==> src/rtl/dco_pkg.sv <==
package dco_pkg;
  localparam real PI = 3.14159265358979323846;

  // Quarter-wave magnitude at the centre of bin idx out of 2**qbits bins
  function automatic int quarter_mag(input int idx, input int qbits, input int amp);
    real ang;
    ang = PI * (real'(idx) + 0.5) / (2.0 * real'(1 << qbits));
    return $rtoi($floor(real'(amp) * $sin(ang) + 0.5));
  endfunction
endpackage

==> src/rtl/dco_incr_regs.sv <==
module dco_incr_regs #(
  parameter int HALF_W = 12,
  localparam int STEP_W = 2 * HALF_W
) (
  input  logic              clk,
  input  logic              rst,
  input  logic              we,
  input  logic              hi,
  input  logic [HALF_W-1:0] data,
  output logic [STEP_W-1:0] step
);
  logic [HALF_W-1:0] shadow_lo;

  always_ff @(posedge clk) begin
    if (rst) begin
      shadow_lo <= '0;
      step      <= '0;
    end else if (we) begin
      if (hi) step      <= {data, shadow_lo};
      else    shadow_lo <= data;
    end
  end

  // a low write leaves the active step untouched
  a_r2_lo_quiet: assert property (@(posedge clk) disable iff (rst)
    (we && !hi) |=> $stable(step));
  // a high write commits both halves together
  a_r3_commit: assert property (@(posedge clk) disable iff (rst)
    (we && hi) |=> (step[STEP_W-1:HALF_W] == $past(data)) && (step[HALF_W-1:0] == $past(shadow_lo)));
endmodule

==> src/rtl/dco_phase_acc.sv <==
module dco_phase_acc #(
  parameter int ACC_W = 24
) (
  input  logic             clk,
  input  logic             rst,
  input  logic             adv,
  input  logic [ACC_W-1:0] step,
  output logic [ACC_W-1:0] phase
);
  always_ff @(posedge clk) begin
    if (rst)      phase <= '0;
    else if (adv) phase <= phase + step;
  end

  // reset clears the accumulator
  a_r1_acc_clear: assert property (@(posedge clk) rst |=> (phase == '0));
  // one step per accepted tick, wrapping
  a_r4_step: assert property (@(posedge clk) disable iff (rst)
    adv |=> (phase == ACC_W'($past(phase) + $past(step))));
  // no movement without a tick
  a_r8_no_step: assert property (@(posedge clk) disable iff (rst)
    !adv |=> $stable(phase));
endmodule

==> src/rtl/dco_sincos_lut.sv <==
module dco_sincos_lut #(
  parameter int IDX_W = 10,
  parameter int OUT_W = 12,
  parameter int AMP   = 2047,
  localparam int QB     = IDX_W - 2,
  localparam int QDEPTH = 1 << QB
) (
  input  logic [IDX_W-1:0]        idx,
  output logic signed [OUT_W-1:0] cos_o,
  output logic signed [OUT_W-1:0] sin_o
);
  logic [OUT_W-1:0] rom [QDEPTH];

  for (genvar i = 0; i < QDEPTH; i++) begin : g_rom
    assign rom[i] = OUT_W'(dco_pkg::quarter_mag(i, QB, AMP));
  end

  logic [IDX_W-1:0] idx_c;
  assign idx_c = idx + IDX_W'(QDEPTH);

  function automatic logic [OUT_W-1:0] fold(input logic [IDX_W-1:0] k,
                                            input logic [OUT_W-1:0] tab [QDEPTH]);
    logic [QB-1:0]    q;
    logic [OUT_W-1:0] mag;
    q   = k[QB] ? ~k[QB-1:0] : k[QB-1:0];
    mag = tab[q];
    return k[IDX_W-1] ? (~mag + 1'b1) : mag;
  endfunction

  always_comb begin
    sin_o = fold(idx, rom);
    cos_o = fold(idx_c, rom);
  end
endmodule

==> src/rtl/dual_dco.sv <==
module dual_dco #(
  parameter int NUM_CH  = 2,
  parameter int HALF_W  = 12,
  parameter int IDX_W   = 10,
  parameter int OUT_W   = 12,
  parameter int AMP     = 2047,
  localparam int ACC_W  = 2 * HALF_W,
  localparam int CH_W   = (NUM_CH > 1) ? $clog2(NUM_CH) : 1
) (
  input  logic                    clk,
  input  logic                    rst,
  input  logic                    cfg_we,
  input  logic [CH_W-1:0]         cfg_ch,
  input  logic                    cfg_hi,
  input  logic [HALF_W-1:0]       cfg_data,
  input  logic                    s_valid,
  output logic                    s_ready,
  output logic                    m_valid,
  input  logic                    m_ready,
  output logic [NUM_CH*OUT_W-1:0] m_cos,
  output logic [NUM_CH*OUT_W-1:0] m_sin
);
  logic accept;
  assign s_ready = !m_valid || m_ready;
  assign accept  = s_valid && s_ready;

  always_ff @(posedge clk) begin
    if (rst)         m_valid <= 1'b0;
    else if (accept) m_valid <= 1'b1;
    else if (m_ready) m_valid <= 1'b0;
  end

  for (genvar c = 0; c < NUM_CH; c++) begin : g_ch
    logic [ACC_W-1:0]        step;
    logic [ACC_W-1:0]        phase;
    logic signed [OUT_W-1:0] cos_w, sin_w;
    logic                    sel;

    assign sel = cfg_we && (cfg_ch == CH_W'(c));

    dco_incr_regs #(.HALF_W(HALF_W)) u_regs (
      .clk(clk), .rst(rst), .we(sel), .hi(cfg_hi), .data(cfg_data), .step(step));

    dco_phase_acc #(.ACC_W(ACC_W)) u_acc (
      .clk(clk), .rst(rst), .adv(accept), .step(step), .phase(phase));

    dco_sincos_lut #(.IDX_W(IDX_W), .OUT_W(OUT_W), .AMP(AMP)) u_lut (
      .idx(phase[ACC_W-1 -: IDX_W]), .cos_o(cos_w), .sin_o(sin_w));

    always_ff @(posedge clk) begin
      if (rst) begin
        m_cos[c*OUT_W +: OUT_W] <= '0;
        m_sin[c*OUT_W +: OUT_W] <= '0;
      end else if (accept) begin
        m_cos[c*OUT_W +: OUT_W] <= cos_w;
        m_sin[c*OUT_W +: OUT_W] <= sin_w;
      end
    end
  end

  // reset empties the output stage
  a_r1_out_clear: assert property (@(posedge clk) rst |=> (!m_valid && m_cos == '0 && m_sin == '0));
  // a stalled result holds
  a_r8_hold: assert property (@(posedge clk) disable iff (rst)
    (m_valid && !m_ready) |=> (m_valid && $stable(m_cos) && $stable(m_sin)));
endmodule

==> config.mk <==
export PLATFORM = sky130hd
export DESIGN_NAME = dual_dco
export DESIGN_NICKNAME = d
export VERILOG_FILES = /design/src/rtl/dco_pkg.sv /design/src/rtl/dco_incr_regs.sv /design/src/rtl/dco_phase_acc.sv /design/src/rtl/dco_sincos_lut.sv /design/src/rtl/dual_dco.sv
export SDC_FILE = /design/constraint.sdc
export NUM_CORES = 1
export LEC_CHECK = 0
export ABC_AREA = 1
export BUFFER_PORTS_ARGS = -buffer_cell sky130_fd_sc_hd__buf_2
export CELL_PAD_IN_SITES_DETAIL_PLACEMENT = 2
export CELL_PAD_IN_SITES_GLOBAL_PLACEMENT = 2
export CORE_MARGIN = 2
export CORE_UTILIZATION = 29
export CTS_CLUSTER_DIAMETER = 100
export DETAILED_ROUTE_END_ITERATION = 7
export GPL_TIMING_DRIVEN = 0
export PLACE_DENSITY = 0.81
export SYNTH_ARGS = -nofsm -noshare
export SYNTH_HDL_FRONTEND = slang
export SYNTH_SLANG_ARGS = --single-unit
==> constraint.sdc <==
create_clock -name clk -period 7.4 [get_ports clk]
set_input_delay 0.37 -clock clk [delete_from_list [all_inputs] [get_ports clk]]
set_output_delay 0.37 -clock clk [all_outputs]
set_load 0.01 [all_outputs]
==> out/metrics.csv <==
metric,value,unit
CP Buf/Inv Count,3,
synthesized flop and latch total,169,
worst r2r src,g_ch[0].u_acc.phase[22]$_SDFFE_PP0P_,
root buffer cell,clkbuf_16,
maximum vdd ir drop,0.187,mV
# hold bufs at CTS,0,
DRC,0,
CTS tree,done,
critical path's largest stage delay,710,ps
Mapped Nets,3758,
Synth top area share,0.236,
Critical Path RT,7710,ps
routed wl met3,11900,µm
drt pass-1 iters,6,
routed wire length per instance,27.9,µm
DR iter-0 viols,2373,
uppermost layer routed,met4,
dpl cells,4579,
Worst R2R Setup Slack,2520,ps
area post-placement,21300,µm²
Post-DP HPWL,97600,µm
met2 wire len,56200,µm
WS Path Type,flip-flop to flip-flop,
worst hold start,m_ready,
status,"finished, violations left",
I/O Buffers,66,
setup TNS,0,ps
fraction of final layout cells sized beyond drive strength 1,0.0821,
xor and xnor area share after synthesis,0.0291,
routability cong.,1.07,
Site Rows,96,
# Max-Cap Violations,1,
gr ovfl total,0,
Worst setup EP type,flip-flop,
LEAKAGE,11.3,nW
smallest hold slack,236,ps
Critical Path Start Type,flip-flop,
Crit Path Max Fanout,10,
R2R depth,17,
Worst Path Arrival,5190,ps
Final Util,0.321,
All-Layer GR Usage,0.359,
Final Hold Vio Count,0,
Die Ht,266,µm
Tightest Pin Transition,1510,ps
vias in the first global route,28293,
"most common cell after layout, fill and taps aside",nand2_1,
fillers,8881,
Worst-Skew Late Latency,480,ps
Layout Cells excl Fill,4613,
fin. max-slew vios,11,
Hold Path Stages,4,
Synth area leader,nand2_1,
CTS max path bufs,2,
Simple-Gate Fraction of Synth Area,0.475,
cell mode on critical path,nand2_1,
Synth Cell Area,19900,µm²
Syn Area/Cell,5.48,µm²
Synth area leaders,"nand2_1, dfxtp_1, nand3_1",
"CP delay by family, top",simple AND/OR/NAND/NOR gates,
hold crit path type,input pin to flip-flop,
pre-CTS WS,2710,ps
Compound-Gate Fraction of Synth Area,0.149,
relative slew slack,-0.0115,
failing checks,"max-capacitance violations, max-slew violations",
"Power, Total",5.50,mW
Final WS setup,2520,ps
H-tree Lvls,4,
final WL,129000,µm
largest net degree at the start of global routing,18,
fmax,205,MHz
io pins,69,
"Seq/Total Area, Yosys",0.170,
RR Endpoint,m_sin[1]$_SDFFE_PP0P_,
Yosys cell types,52,
# nets final,3843,
post-synthesis instance total,3631,
post_cts resized,0,
count of warnings emitted by yosys,0,
mux cell area share after synthesis,0,
Via Count,27203,
Pwr Density,251,nW/µm²
CTS Buf Count,17,
final instance area,21900,µm²
"Reg clk slew, reported paths",80,ps
Post-DRT Antenna Nets,0,
Die ar.,70800,µm²
Synth-to-Final Area Change,10.1,%
Sink Count,169,
first-pass GRT wire length,189000,µm
Tcrit/Tclk final,0.660,
vias per cell,5.90,
setup bufs post-CTS,0,
effective utilization at floorplan,0.292,
worst path cell trace,buf_6 > inv_4 > nand2_1 > nand2_1 > ha_1 > nand3_1 > nand3_1 > nand2_1 > nand3_1 > nand2_1 > a21oi_1 > nand3_1 > nand2_1 > inv_1 > ha_1 > o21ai_0 > a21oi_1,
Final Critical Period,4880,ps
Adder-Cell Fraction of Synth Area,0.0686,
main combinational cell family by area after synthesis,simple AND/OR/NAND/NOR gates,
RSZ-0062 raised after global routing,no,
Min-Delay Endpoint,m_valid$_SDFFE_PP0P_,
final setup fails,0,
M1 WL,52400,µm
Post-Route Skew,17.7,ps
"commonest non-fill, non-tap cells in the layout","nand2_1, nand3_1, nor2_1",
Core Area,68200,µm²
Die W,266,µm
initial antenna violation count,3,
Slowest cell on crit path,o21ai_0,
## layer usage
layer / track usage / vias up
met5: 0 / -
met4: 0.209 / 0
met3: 0.0871 / 474
met2: 0.561 / 1419
met1: 0.448 / 13316
li1: - / 11994
## synthesized netlist by cell type, drive strengths merged
| library cell | count |
|---|---|
| nor4 | 3 |
| o22ai | 1 |
| a21o | 4 |
| nand4 | 41 |
| o2111ai | 1 |
| a22oi | 1 |
| dfxtp | 169 |
| o21bai | 8 |
| clkinv | 3 |
| clkbuf | 68 |
| o31ai | 1 |
| xnor2 | 29 |
| nand3 | 501 |
| inv | 306 |
| a31oi | 11 |
| ha | 106 |
| a221oi | 1 |
| buf | 122 |
| o221ai | 2 |
| o21ai | 226 |
| o211ai | 31 |
| fa | 2 |
| nand3b | 7 |
| nor3 | 16 |
| a21boi | 3 |
| a31o | 2 |
| or2 | 3 |
| o21a | 3 |
| a21oi | 256 |
| nand2 | 1304 |
| a211oi | 3 |
| xor2 | 29 |
| nor2 | 368 |
## power by group
group / internal, mW / leakage [nW] / switching (mW)
Sequential: 0.986 / 1.39 / 0.0824
Clock: 0.456 / 0.276 / 0.469
Combinational: 0.874 / 9.62 / 2.63
## tightest hold or removal path, delay by kind of cell
family	cells	cell delay, ps
simple gates	1	100
compound gates	1	80
buf+inv	2	110
## flip-flops by register name (all words and copies together), names as in the netlist
register and count:
g_ch.u_acc.phase 48, m_sin 24, m_valid 1, g_ch.u_regs.step 48, m_cos 24, g_ch.u_regs.shadow_lo 24
## final cells by class
cell class / instances / area [µm²] / share of cell area
Inverter: 309 / 1170 / 0.0533
Multi-Input combinational cell: 2963 / 14400 / 0.655
Clock inverter: 13 / 126 / 0.00577
Timing Repair Buffer: 66 / 330 / 0.0151
Sequential cell: 169 / 3380 / 0.154
Buffer: 190 / 1000 / 0.0457
Antenna cell: 2 / 5.00 / 0.000228
Clock buffer: 19 / 443 / 0.0202
Tap cell: 882 / 1100 / 0.0504
## cells by family (layout without fill, tap and decap cells)
family                     count (synthesis)  after routing
and+or+nand+nor                         2243           2243
AOI/OAI and AO/OA                        554            554
buffers and inverters                    499            597
DFF                                      169            169
adders and majority gates                108            108
xor gates and xnor gates                  58             58
other                                      0              2
## how the worst max path moves through the flow
stage | startpoint | to | slack (ps) | cells after the start
floorplan | g_ch[1].u_acc.phase[22]$_SDFFE_PP0P_ | m_cos[18]$_SDFFE_PP0P_ | 4460 | 21
global placement | g_ch[0].u_acc.phase[22]$_SDFFE_PP0P_ | m_sin[1]$_SDFFE_PP0P_ | 2830 | 17
detailed placement | g_ch[0].u_acc.phase[22]$_SDFFE_PP0P_ | m_sin[1]$_SDFFE_PP0P_ | 2710 | 17
CTS | g_ch[0].u_acc.phase[22]$_SDFFE_PP0P_ | m_sin[1]$_SDFFE_PP0P_ | 2680 | 17
global route | g_ch[0].u_acc.phase[22]$_SDFFE_PP0P_ | m_sin[1]$_SDFFE_PP0P_ | 2510 | 17
finish | g_ch[0].u_acc.phase[22]$_SDFFE_PP0P_ | m_sin[1]$_SDFFE_PP0P_ | 2520 | 17
Note: power is estimated with default switching activity, not from simulation.
